<file path="src/rtl/dl_pkg.sv">
package dl_pkg;
  typedef enum logic {PH_POS = 1'b0, PH_NEG = 1'b1} dl_phase_e;
endpackage

</file>
<file path="src/rtl/dl_sqgen.sv">
module dl_sqgen
  import dl_pkg::*;
#(
  parameter int DW  = 16,
  parameter int HPW = 12
) (
  input  logic                 clk,
  input  logic                 rst,
  input  logic                 en,
  input  logic [DW-1:0]        amp,
  input  logic [HPW-1:0]       hp_eff,
  output logic signed [DW-1:0] dith_out,
  output dl_phase_e            ph_now
);
  logic [HPW-1:0] cnt;
  dl_phase_e      ph;
  logic signed [DW-1:0] amp_s;
  logic           last;

  assign amp_s  = signed'(amp);
  assign last   = (cnt >= hp_eff - HPW'(1));
  assign ph_now = ph;

  always_ff @(posedge clk) begin
    if (rst || !en) begin
      cnt      <= '0;
      ph       <= PH_POS;
      dith_out <= '0;
    end else begin
      dith_out <= (ph == PH_NEG) ? -amp_s : amp_s;
      if (last) begin
        cnt <= '0;
        ph  <= (ph == PH_POS) ? PH_NEG : PH_POS;
      end else begin
        cnt <= cnt + HPW'(1);
      end
    end
  end

  AST_ZERO_WHEN_OFF: assert property (@(posedge clk) disable iff (rst)
    $past(!en) |-> dith_out == '0);
  AST_DITH_LEVELS: assert property (@(posedge clk) disable iff (rst)
    ($past(en) && !$past(rst)) |-> (dith_out == $past(amp_s) || dith_out == -$past(amp_s)));
endmodule

</file>
<file path="src/rtl/dl_refdelay.sv">
module dl_refdelay #(
  parameter int DLYW = 4
) (
  input  logic            clk,
  input  logic            rst,
  input  logic            en,
  input  logic            sign_in,
  input  logic [DLYW-1:0] sel,
  output logic            ref_neg,
  output logic            ref_ok
);
  localparam int DEPTH = 1 << DLYW;
  logic [DEPTH-1:0] sgn;
  logic [DEPTH-1:0] vld;

  for (genvar i = 0; i < DEPTH; i++) begin : g_stage
    if (i == 0) begin : g_head
      always_ff @(posedge clk) begin
        if (rst || !en) begin
          sgn[0] <= 1'b0;
          vld[0] <= 1'b0;
        end else begin
          sgn[0] <= sign_in;
          vld[0] <= 1'b1;
        end
      end
    end else begin : g_tail
      always_ff @(posedge clk) begin
        if (rst || !en) begin
          sgn[i] <= 1'b0;
          vld[i] <= 1'b0;
        end else begin
          sgn[i] <= sgn[i-1];
          vld[i] <= vld[i-1];
        end
      end
    end
  end

  assign ref_neg = sgn[sel];
  assign ref_ok  = vld[sel];
endmodule

</file>
<file path="src/rtl/dl_accum.sv">
module dl_accum #(
  parameter int DW   = 16,
  parameter int ACCW = 38,
  parameter int WLW  = 21
) (
  input  logic                   clk,
  input  logic                   rst,
  input  logic                   en,
  input  logic                   ref_neg,
  input  logic                   ref_ok,
  input  logic signed [DW-1:0]   err_in,
  input  logic [WLW-1:0]         win_len,
  output logic signed [ACCW-1:0] result,
  output logic                   ready
);
  logic signed [ACCW-1:0] acc;
  logic signed [ACCW-1:0] ext;
  logic signed [ACCW-1:0] term;
  logic [WLW-1:0]         wcnt;
  logic                   win_end;

  assign ext     = {{(ACCW-DW){err_in[DW-1]}}, err_in};
  assign term    = ref_neg ? -ext : ext;
  assign win_end = (wcnt == win_len - WLW'(1));

  always_ff @(posedge clk) begin
    if (rst) begin
      acc    <= '0;
      wcnt   <= '0;
      result <= '0;
      ready  <= 1'b0;
    end else if (!en) begin
      acc   <= '0;
      wcnt  <= '0;
      ready <= 1'b0;
    end else if (ref_ok) begin
      if (win_end) begin
        result <= acc + term;
        acc    <= '0;
        wcnt   <= '0;
        ready  <= 1'b1;
      end else begin
        acc   <= acc + term;
        wcnt  <= wcnt + WLW'(1);
        ready <= 1'b0;
      end
    end else begin
      ready <= 1'b0;
    end
  end

  AST_READY_PULSE: assert property (@(posedge clk) disable iff (rst)
    ready |=> !ready);
  AST_HOLD_RESULT: assert property (@(posedge clk) disable iff (rst)
    !ready |-> $stable(result));
endmodule

</file>
<file path="src/rtl/dither_lockin.sv">
module dither_lockin
  import dl_pkg::*;
#(
  parameter int DW   = 16,
  parameter int HPW  = 12,
  parameter int NPW  = 8,
  parameter int DLYW = 4,
  parameter int ACCW = DW + HPW + NPW + 2
) (
  input  logic                   clk,
  input  logic                   rst,
  input  logic                   en,
  input  logic [DW-1:0]          amp,
  input  logic [HPW-1:0]         half_per,
  input  logic [NPW-1:0]         n_per,
  input  logic [DLYW-1:0]        ref_dly,
  input  logic signed [DW-1:0]   err_in,
  output logic signed [DW-1:0]   dith_out,
  output logic signed [ACCW-1:0] result,
  output logic                   ready
);
  localparam int WLW = HPW + NPW + 1;

  logic [HPW-1:0] hp_eff;
  logic [NPW-1:0] np_eff;
  logic [WLW-1:0] win_len;
  dl_phase_e      ph_now;
  logic           ref_neg;
  logic           ref_ok;

  assign hp_eff  = (half_per == '0) ? HPW'(1) : half_per;
  assign np_eff  = (n_per == '0) ? NPW'(1) : n_per;
  assign win_len = (WLW'(hp_eff) * WLW'(np_eff)) << 1;

  dl_sqgen #(.DW(DW), .HPW(HPW)) u_gen (
    .clk(clk), .rst(rst), .en(en), .amp(amp), .hp_eff(hp_eff),
    .dith_out(dith_out), .ph_now(ph_now)
  );

  dl_refdelay #(.DLYW(DLYW)) u_dly (
    .clk(clk), .rst(rst), .en(en), .sign_in(ph_now == PH_NEG),
    .sel(ref_dly), .ref_neg(ref_neg), .ref_ok(ref_ok)
  );

  dl_accum #(.DW(DW), .ACCW(ACCW), .WLW(WLW)) u_acc (
    .clk(clk), .rst(rst), .en(en), .ref_neg(ref_neg), .ref_ok(ref_ok),
    .err_in(err_in), .win_len(win_len), .result(result), .ready(ready)
  );

  AST_RESET_QUIET: assert property (@(posedge clk)
    $past(rst) |-> (dith_out == '0 && !ready));
endmodule

</file>
<file path="config.mk">
export PLATFORM = sky130hd
export DESIGN_NAME = dither_lockin
export DESIGN_NICKNAME = d
export VERILOG_FILES = /design/src/rtl/dl_pkg.sv /design/src/rtl/dl_sqgen.sv /design/src/rtl/dl_refdelay.sv /design/src/rtl/dl_accum.sv /design/src/rtl/dither_lockin.sv
export SDC_FILE = /design/constraint.sdc
export NUM_CORES = 1
export LEC_CHECK = 0
export ABC_AREA = 1
export BUFFER_PORTS_ARGS = -buffer_cell sky130_fd_sc_hd__buf_2
export CORE_ASPECT_RATIO = 1.5
export CORE_UTILIZATION = 45
export DETAILED_ROUTE_END_ITERATION = 8
export PLACE_DENSITY = 0.65
export SLEW_MARGIN = 20
export SYNTH_ARGS = -nofsm -noshare
export SYNTH_HDL_FRONTEND = slang
export SYNTH_SLANG_ARGS = --single-unit
</file>
<file path="constraint.sdc">
create_clock -name clk -period 6.2 [get_ports clk]
set_input_delay 1.24 -clock clk [delete_from_list [all_inputs] [get_ports clk]]
set_output_delay 1.24 -clock clk [all_outputs]
set_load 0.02 [all_outputs]
</file>
## Word level (Yosys, flattened, before mapping)

Cells that the tools add are included.

- Add/subtract/negate cells: 7
- Multiply operators: 1
- Magnitude comparators: 2
- Equality and inequality tests: 1
- Mux-type cells: 13
- Bitwise gates (word level): 2
- Reductions and logical operators: 8

Operator list:

| operator | count |
|---|---|
| 38-bit two-way mux | 2 |
| 38-bit adder | 1 |
| 16-bit negation with 38-bit output | 1 |
| 21-bit by 1-bit adder with 21-bit output, second input constant | 1 |
| 21-bit equality test | 1 |
| 21-bit two-way mux | 1 |
| 21-bit by 1-bit subtractor with 21-bit output, second input constant | 1 |
| 12-bit by 8-bit multiplier with 20-bit output | 1 |
| 16-bit two-way mux | 1 |
| 16-bit negation | 1 |
| 12-bit by 1-bit adder with 12-bit output, second input constant | 1 |
| 12-bit >= comparator | 1 |
| 12-bit zero test | 1 |
| 12-bit two-way mux | 1 |
| 12-bit by 1-bit subtractor with 12-bit output, second input constant | 1 |
| 1-bit binary-select mux with 4-bit select | 2 |
| 8-bit zero test | 1 |
| 8-bit two-way mux | 1 |
| 4-bit by 5-bit < comparator with 1-bit output, second input constant | 1 |
| 1-bit two-way mux | 5 |
| 2-bit OR reduction | 2 |
| 3-bit AND reduction | 1 |
| 3-bit OR reduction | 1 |
| 1-bit NOT | 2 |
| other kinds (2) | 2 |

- Register bits: 159
- Input port bits: 59
- Output and inout bits: 55
- Word-level logic and storage cells: 73

## Logic depth before layout (Yosys ltp)

Gate-level depths: netlist (run 1).

- Depth after elaboration: 6
- Mapped depth: 39
- Mapped depth without buffers: 36

## Modules after synthesis

Synthesis (run 1) repeated with hierarchy kept, for this count alone.

- Cell total of the unflattened synthesis: 2,389
- Area total of the unflattened synthesis: 15,167.0 um^2

Modules (own cells, without submodules):

| module | instances | cells an instance | area an instance (um^2) | seq. area each (um^2) |
|---|---|---|---|---|
| dl_accum | 1 | 1,387 | 8,400.6 | 1,961.9 |
| dither_lockin | 1 | 570 | 3,647.2 | 0.0 |
| dl_sqgen | 1 | 260 | 1,886.8 | 580.6 |
| dl_refdelay | 1 | 172 | 1,232.4 | 640.6 |

## Least setup slack after synthesis (run 1)

No wires, ideal clock.

- Path kind: in2reg
- Start point: input half_per[6]
- End point: register u_acc.result[12]
- Setup time: 113 ps
- Data arrival time: 6,167 ps
- Data required time: 6,087 ps
- Path slack: -80 ps
- Cell stages on the path: 34
- Path buffers: 2
- Cells stage by stage: buf_4 nor2_1 nand2_1 nor2_1 nand2_1 nand2_2 nand2_1 fa_1 fa_1 fa_1 fa_1 inv_1 ha_1 nand2_1 nand2_1 inv_1 nand2_1 nand2_1 nand3_1 nand2_1 nand2_1 nor2_1 nand2_2 nor2_4 nand2_1 nand2_1 inv_1 nor2_1 nand4_1 nor2_4 nand3_4 buf_6 nor2_1 nor2_1

- Word-level cells in the longest chain between the ends: 6

RTL lines:

| item | RTL line | source |
|---|---|---|
| start, declared | dither_lockin.sv:14 | `input logic [HPW-1:0] half_per,` |
| 12-bit zero test | dither_lockin.sv:31 | `assign hp_eff = (half_per == '0) ? HPW'(1) : half_per;` |
| 12-bit two-way mux (*) | dither_lockin.sv:31 |  |
| 12-bit by 8-bit multiplier with 20-bit output (*) | dither_lockin.sv:33 | `assign win_len = (WLW'(hp_eff) * WLW'(np_eff)) << 1;` |
| 21-bit by 1-bit subtractor with 21-bit output (*) | dl_accum.sv:24 | `assign win_end = (wcnt == win_len - WLW'(1));` |
| 21-bit equality test (*) | dl_accum.sv:24 |  |
| 3-bit AND reduction (no source line) (*) | -- |  |
| end signal, assigned | dl_accum.sv:38 | `result <= acc + term;` |
| end, declared | dl_accum.sv:13 | `output logic signed [ACCW-1:0] result,` |

Every way passes the cells marked *; elsewhere a longest branch is shown, timed or not.
A chain may end at the register's enable or synchronous reset.

## Final worst setup path (run 1)

- Start point: input half_per[4]
- End point: register u_acc.result[32]

The elaborated chain is that of the path after synthesis.

==> Implementation_results.wiki, run 1 <==
{| class="wikitable"
! Metric !! Value
|-
| Setup repair after global routing missed its margin || true
|-
| Path class of the lowest-slack min-delay path || flip-flop to flip-flop
|-
| Total power density per cell area || 344 nW/um^2
|-
| Top achievable clock speed || 0.163 GHz
|-
| Worst Path Required || roughly 6600 ps
|-
| Count of unique library cells instantiated by Yosys || 48
|-
| Via density || ~5
|-
| Net count after synthesis || 2,421
|-
| Number of input and output port buffers inserted || around 110
|-
| Flip-flop cell with the highest count after synthesis || sky130_fd_sc_hd__dfxtp_1
|-
| Buffering stage count on the worst path with inverters included || 3
|-
| # placed instances || roughly 2,800
|-
| Detailed-routing iteration count for the pre-antenna-repair pass || 5
|-
| Peak ir drop on the vdd network || 241 uV
|-
| Die area || 32,200 sq um
|-
| Post-detailed-route count of antenna-violating nets || 0
|-
| Most heavily used metal layer in global routing || met2
|-
| Register bit count reported by yosys || 159
|-
| Static leakage || around 8.9 nW
|-
| Remaining global-route overflow || 0
|-
| Post-synthesis to final-layout area growth || 22.3%
|-
| Global-route wire length before repair || around 63 mm
|-
| Iteration-0 DRC count of the detailed router || between 500 and 600
|-
| Half-perimeter wire length after detailed placement || between 30 and 40 mm
|-
| Post-synthesis area per instance || between 6 and 7 sq um
|-
| Top Family by Delay on Critical Path || simple AND/OR/NAND/NOR gates
|-
| Starting density of the core || 0.457
|-
| Total number of placement rows || 79
|-
| Vertical extent of the die || about 220 microns
|-
| Max Transition Viols Final || 0
|-
| Setup-failing EPs final || 0
|-
| Element type at the critical path end || flip-flop
|-
| WL/cell || 14.3 microns
|-
| Count of flip-flops with a built-in enable after synthesis || 0
|-
| Clock slew seen by the registers of the worst setup and hold paths || ~70 ps
|-
| Inserted Clock Buffers || 17
|-
| Worst slew slack as a fraction of its limit || 0.283
|-
| Core Util, Final || 0.559
|-
| Number of H-tree branching levels || 4
|-
| Met3 track demand over resource in global routing || 0.0272
|-
| Hold_buf cts || 0
|-
| Final worst hold slack || around 420 ps
|-
| Clock period minus final worst setup slack || about 6100 ps
|-
| Residual DRC count || 0
|-
| Synthesized area || between 10,000 and 15,000 sq um
|-
| Worst-case clock skew || 14.8 ps
|-
| Type of the setup path with the least slack || input pin to flip-flop
|-
| M2 GR Usage || 0.500
|-
| Number of nets in the finished design || approximately 2,600
|-
| TritonCTS clock tree || built
|-
| Layout Cells excl Fill || 2,829
|-
| CP max stage delay || 560 ps
|-
| Proportion of synthesized flip-flops having asynchronous set or reset || 0
|-
| Number of antenna diodes || 0
|-
| Die width || around 150 microns
|-
| Grt met1 use || 0.232
|-
| Max capacitance violation total || 0
|-
| Ratio of final minimum period to clock period || 0.987
|-
| Count of endpoints failing hold in the final timing report || 0
|-
| Clock Sinks || roughly 160
|-
| Detailed Route WL || between 40 and 50 mm
|-
| Number of global-route vias before repair || between 10,000 and 15,000
|-
| Clock latency of the later-clocked register in the worst-skew pair || around 450 ps
|-
| Crit Path Max Fanout || 19
|-
| Maximum buffer depth of the clock tree || 2
|-
| Fraction of final layout cells sized beyond drive strength 1 || 0.188
|-
| Vias after detailed routing || roughly 14,000
|-
| Largest net degree at the start of global routing || 61
|-
| RePlAce Congestion || slightly below 1
|-
| Warning count from the yosys run || 0
|-
| Total core area || 31,000 sq um
|-
| Data arrival time of the worst path || 6510 ps
|-
| Initial antenna violation count || 0
|-
| Clock Tree Root || sky130_fd_sc_hd__clkbuf_16
|-
| Setup crit start kind || input pin
|-
| Number of primary I/O pins || 114
|-
| Number of instances in the synthesized netlist || 2,204
|-
| Proportion of synthesized chip area in sequential cells || 0.224
|-
| Total global-route track usage || 0.246
|-
| Slowest cell on the critical path || sky130_fd_sc_hd__fa_2
|-
| Worst-margin pin slew || ~1100 ps
|-
| Run status || completed
|}
==> cell type report <==
class	instances	area [sq um]
Inverter	417	1570
Timing Repair Buffer	250	1810
Clock buffer	18	439
Fill cell	3108	13700
Clock inverter	14	150
Tap cell	405	507
Sequential cell	159	3180
Multi-Input combinational cell	1566	9680
==> where the power goes <==
part	leakage, nW	internal [mW]	switching [mW]	total [mW]
Sequential	1.29	1.04	0.0115	1.05
Clock	0.290	0.579	0.479	1.06
Combinational	7.36	1.55	2.30	3.86
Total	8.94	3.17	2.79	5.97
==> synthesized netlist by cell type, types with 7 or more instances <==
| master | number | area, sq um |
|---|---|---|
| sky130_fd_sc_hd__fa_1 | 61 | 1220 |
| sky130_fd_sc_hd__nand4_1 | 28 | 175 |
| sky130_fd_sc_hd__dfxtp_1 | 159 | 3180 |
| sky130_fd_sc_hd__nand2_1 | 540 | 2030 |
| sky130_fd_sc_hd__nand3b_1 | 7 | 52.6 |
| sky130_fd_sc_hd__xor2_1 | 59 | 517 |
| sky130_fd_sc_hd__ha_1 | 97 | 1210 |
| sky130_fd_sc_hd__nand2_2 | 15 | 93.8 |
| sky130_fd_sc_hd__clkbuf_1 | 32 | 120 |
| sky130_fd_sc_hd__nor3_1 | 29 | 145 |
| sky130_fd_sc_hd__buf_6 | 7 | 78.8 |
| sky130_fd_sc_hd__o21ai_0 | 60 | 300 |
| sky130_fd_sc_hd__buf_4 | 8 | 60.1 |
| sky130_fd_sc_hd__buf_2 | 11 | 55.1 |
| sky130_fd_sc_hd__nor2_1 | 273 | 1020 |
| sky130_fd_sc_hd__inv_1 | 407 | 1530 |
| sky130_fd_sc_hd__o221ai_1 | 7 | 61.3 |
| sky130_fd_sc_hd__inv_2 | 7 | 26.3 |
| sky130_fd_sc_hd__a21oi_1 | 135 | 676 |
| sky130_fd_sc_hd__xnor2_1 | 21 | 184 |
| sky130_fd_sc_hd__nand3_1 | 152 | 761 |
| sky130_fd_sc_hd__a31oi_1 | 13 | 81.3 |
==> stage by stage <==
step / power [mW] / setup TNS, ps / setup WS, ps / instance area (sq um)
2_1_floorplan: 3.30 / 0 / 47.6 / 14200
3_3_place_gp: 4.32 / -25960 / -317 / 15900
3_5_place_dp: 4.37 / -34390 / -417 / 15900
4_1_cts: 5.45 / 0 / 43.0 / 16500
5_1_grt: 6.49 / -12440 / -189 / 17300
6_report: 5.97 / 0 / 79.5 / 17300
==> layout by cell type, fill, tap and decap left out, types with 21 or more instances in the layout <==
master                      count
sky130_fd_sc_hd__ha_1          90
sky130_fd_sc_hd__nand2_2       55
sky130_fd_sc_hd__nand3_1      142
sky130_fd_sc_hd__xnor2_1       21
sky130_fd_sc_hd__nand2_1      485
sky130_fd_sc_hd__xor2_1        58
sky130_fd_sc_hd__nand4_1       28
sky130_fd_sc_hd__a21oi_1      131
sky130_fd_sc_hd__nor3_1        26
sky130_fd_sc_hd__o21ai_0       59
sky130_fd_sc_hd__fa_1          56
sky130_fd_sc_hd__buf_2        108
sky130_fd_sc_hd__inv_1        401
sky130_fd_sc_hd__buf_4        121
sky130_fd_sc_hd__nor2_2        29
sky130_fd_sc_hd__nor2_1       239
sky130_fd_sc_hd__dfxtp_1      159
sky130_fd_sc_hd__clkbuf_16     23
==> routing by layer <==
layer	share of wire	routed length (microns)	vias up
met5	0	0	-
met4	0.059	2380	0
met3	0.025	1020	131
met2	0.55	22200	301
met1	0.37	15000	6607
li1	-	-	7283
==> registers in the layout, indices dropped and copies added, names as in the netlist <==
register,cells
u_acc.acc,38
u_dly.vld,16
u_acc.wcnt,21
u_acc.result,38
u_acc.ready,1
u_gen.cnt,12
u_gen.ph_now,1
u_dly.sgn,16
u_gen.dith_out,16
==> timing repair <==
action                     4_1_cts  5_1_grt
resized for setup                0      166
buffers inserted                 0        8
setup endpoints to repair        0       97
==> path summary, 6_finish.rpt <==
| path | from | to | slack, ps | cells past startpoint |
|---|---|---|---|---|
| worst min-delay path | u_dly.vld[8] | u_dly.vld[9] | 420 | 2 |
| worst min register to register | u_dly.vld[8] | u_dly.vld[9] | 420 | 2 |
| worst max register to register | u_dly.sgn[5] | u_acc.acc[24] | 1840 | 23 |
| worst max-delay path | half_per[4] | u_acc.result[32] | 80 | 32 |
==> tightest hold or removal path, stage by stage (launching register included) <==
cell and delay (ps):
sky130_fd_sc_hd__dfxtp_1 310, sky130_fd_sc_hd__inv_1 50, sky130_fd_sc_hd__nor2_1 30
==> logic make-up (layout without fill, tap and decap cells) <==
logic type / count (synthesis) / count (layout) / synth area share
simple gates: 1081 / 1081 / 0.325
flops: 159 / 159 / 0.224
buf+inv: 479 / 699 / 0.134
compound gates: 247 / 247 / 0.0960
fa+ha+maj: 158 / 158 / 0.172
xor+xnor: 80 / 80 / 0.0494
No activity file was read; power rests on OpenSTA's default activity.
==> run 2, diff against run 1 <==
- BUFFER_PORTS_ARGS: -buffer_cell sky130_fd_sc_hd__buf_2 -> unset
- DONT_BUFFER_PORTS: unset -> 1
- PLACE_DENSITY: 0.65 -> unset
==> Implementation_results.wiki, run 2 (same netlist as run 1, synthesis figures left out) <==
{| class="wikitable"
! Metric !! Value
|-
| Detailed-routing iteration count for the pre-antenna-repair pass || 5 (unchanged)
|-
| Top achievable clock speed || 0.167 GHz (+2.0%)
|-
| Clock slew seen by the registers of the worst setup and hold paths || 70 ps (about the same)
|-
| Ratio of final minimum period to clock period || 0.968 (-0.0193)
|-
| Clock Tree Root || sky130_fd_sc_hd__clkbuf_16
|-
| RePlAce Congestion || 0.922 (-6.2%)
|-
| Worst-margin pin slew || 655 ps (-421 ps)
|-
| Die area || 32,200 sq um (unchanged)
|-
| Die width || 147 microns (unchanged)
|-
| Most frequent cells in the layout || sky130_fd_sc_hd__nand2_1, sky130_fd_sc_hd__inv_1, sky130_fd_sc_hd__nor2_1, sky130_fd_sc_hd__dfxtp_1, sky130_fd_sc_hd__nand3_1
|-
| Clock Sinks || 159 (unchanged)
|-
| Setup repair after global routing missed its margin || true
|-
| Summed negative setup slack over all endpoints || 0 ps (unchanged)
|-
| Number of global-route vias before repair || 13,600 (-2.7%)
|-
| Top cell by count, worst path || sky130_fd_sc_hd__nand2_2
|-
| CP max stage delay || 560 ps (about the same)
|-
| Clock share of power || 0.197 (+0.020)
|-
| Total global-route track usage || 0.254 (+0.00831)
|-
| Final Power || 5.77 mW (-3.3%)
|-
| Sequential Power Share || 0.184 (+0.008)
|-
| TritonCTS clock tree || built
|-
| Crit Path Max Fanout || 19 (unchanged)
|-
| Relative contribution of combinational cells to total power || 0.620 (-0.026)
|-
| Half-perimeter wire length after detailed placement || 31.6 mm (+1.4%)
|-
| Worst setup path startpoint || half_per[11]
|-
| Total non-filler cell area in the finished layout || 16,000 sq um (-7.5%)
|-
| Clock latency of the later-clocked register in the worst-skew pair || 450 ps (about the same)
|-
| Vias after detailed routing || 13,500 (-5.6%)
|-
| Internal power summed over all cells || 3.05 mW (-3.9%)
|-
| Layout Cells excl Fill || 2,655 (-6.2%)
|-
| Worst Path Required || 6580 ps (about the same)
|-
| Inserted Clock Buffers || 17 (unchanged)
|-
| WL/cell || 15.3 microns (+7.0%)
|-
| Registers with the most flip-flops || u_acc.acc (38), u_acc.result (38), u_acc.wcnt (21)
|-
| Type of the setup path with the least slack || input pin to flip-flop
|-
| Vertical extent of the die || 219 microns (unchanged)
|-
| Most common library cell in the layout ignoring fill and taps || sky130_fd_sc_hd__nand2_1
|-
| Setup crit start kind || input pin
|-
| Max capacitance violation total || 0 (unchanged)
|-
| Via density || 5.09 (+0.63%)
|-
| Slowest cell on the critical path || sky130_fd_sc_hd__fa_2
|-
| Residual DRC count || 0 (unchanged)
|-
| Max Transition Viols Final || 0 (unchanged)
|-
| Remaining global-route overflow || 0 (unchanged)
|-
| Maximum buffer depth of the clock tree || 2 (unchanged)
|-
| Startpoint of the most critical register-to-register path || u_dly.sgn[14]
|-
| Iteration-0 DRC count of the detailed router || 506 (-11%)
|-
| Worst slew slack as a fraction of its limit || 0.559 (+0.276)
|-
| Peak ir drop on the vdd network || 240 uV (-0.38%)
|-
| Number of H-tree branching levels || 4 (unchanged)
|-
| Hold_buf cts || 0 (unchanged)
|-
| Hold Startpoint || u_dly.sgn[2]
|-
| DP Area || 14,900 sq um (-6.5%)
|-
| Total power density per cell area || 360 nW/um^2 (+4.5%)
|-
| Element type at the critical path end || flip-flop
|-
| Worst-case clock skew || 13.8 ps (-1.00 ps)
|-
| Starting density of the core || 0.457 (unchanged)
|-
| Run status || completed
|-
| Number of primary I/O pins || 114 (unchanged)
|-
| Number of nets in the finished design || 2,453 (-6.7%)
|-
| Fraction of final layout cells sized beyond drive strength 1 || 0.109 (-0.0792)
|-
| Count of endpoints failing hold in the final timing report || 0 (unchanged)
|-
| Sw frac || 0.471 (+0.00311)
|-
| Post-synthesis to final-layout area growth || 13.1%
|-
| Path class of the lowest-slack min-delay path || flip-flop to flip-flop
|-
| Post-detailed-route count of antenna-violating nets || 0 (unchanged)
|-
| Global-route wire length before repair || 64.8 mm (+2.3%)
|-
| Switching pwr || 2.72 mW (-2.7%)
|-
| Final worst hold slack || 420 ps (-4.11 ps)
|-
| Total number of placement rows || 79 (unchanged)
|-
| Static leakage || 8.07 nW (-9.7%)
|-
| Largest net degree at the start of global routing || 47 (-23%)
|-
| Data arrival time of the worst path || 6380 ps (-130 ps)
|-
| Number of input and output port buffers inserted || 0 (-100%)
|-
| # placed instances || 2,608 (-6.3%)
|-
| Clock period minus final worst setup slack || 6000 ps (-120 ps)
|-
| Setup-failing EPs final || 0 (unchanged)
|-
| Detailed Route WL || 40.7 mm (+0.40%)
|-
| Total core area || 31,000 sq um (unchanged)
|-
| Initial antenna violation count || 1 (+1)
|}
==> run 2: cell types whose count changed in the layout (fill, tap and decap cells not counted), sizes merged <==
| cell | change |
|---|---|
| buf | -172 |
| inv | +1 |
| diode | +1 |
| clkinvlp | +1 |
| bufinv | +1 |
| clkinv | -3 |
| clkbuf | -3 |
==> run 2: repair_timing <==
| item | CTS | global route |
|---|---|---|
| endpoints found under the setup margin | 0 | 97 |
| setup buffers | 0 | 11 |
| gates resized for setup | 0 | 107 |
==> run 2: worst paths after layout <==
| path | end | slack, ps | depth (start not counted) |
|---|---|---|---|
| max reg2reg | u_acc.acc[24] | 1650 | 23 |
| min | u_dly.sgn[3] | 420 | 2 |
| min reg2reg | u_dly.sgn[3] | 420 | 2 |
| max | u_acc.result[6] | 200 | 32 |
==> run 2: power by group through the flow <==
stage | logic (mW) | registers (mW) | clock network, mW
final | 3.57 | 1.06 | 1.13
after CTS | 3.09 | 1.06 | 1.16
after global placement | 3.03 | 1.08 | 0
after floorplan | 2.23 | 1.08 | 0
after global routing | 4.02 | 1.06 | 1.20
after detailed placement | 3.07 | 1.08 | 0
==> run 2: layout make-up <==
type                       count  area (sq um)
tap                          405           507
fill                        3233         15000
multi-input combinational   1566          9490
clock inverter                14           190
antenna                        1          2.50
clock buffer                  18           439
timing repair buffer          75           666
sequential                   159          3180
inverter                     417          1570
==> run 2: metrics by stage <==
| stage | setup WS, ps | utilization |
|---|---|---|
| CTS | 3.68 | 0.500 |
| detailed placement | -467 | 0.480 |
| global placement | -396 | 0.480 |
| global route | -37.8 | 0.517 |
| floorplan | 47.6 | - |
| finish | 199 | 0.517 |
==> run 2: routing by layer <==
layer  GRT usage  up-vias  part of all wire
met5           0        -                 0
met4       0.144        0             0.052
met2       0.512      219              0.55
met3      0.0351      106             0.028
met1       0.242     6272              0.36
li1            -     6929                 -
==> run 2: worst max-delay path: cells and delay by family <==
kind	cells	cell delay [ps]
AOI/OAI and AO/OA	1	180
adders and majority gates	5	2260
buffers and inverters	3	380
and+or+nand+nor	23	2280
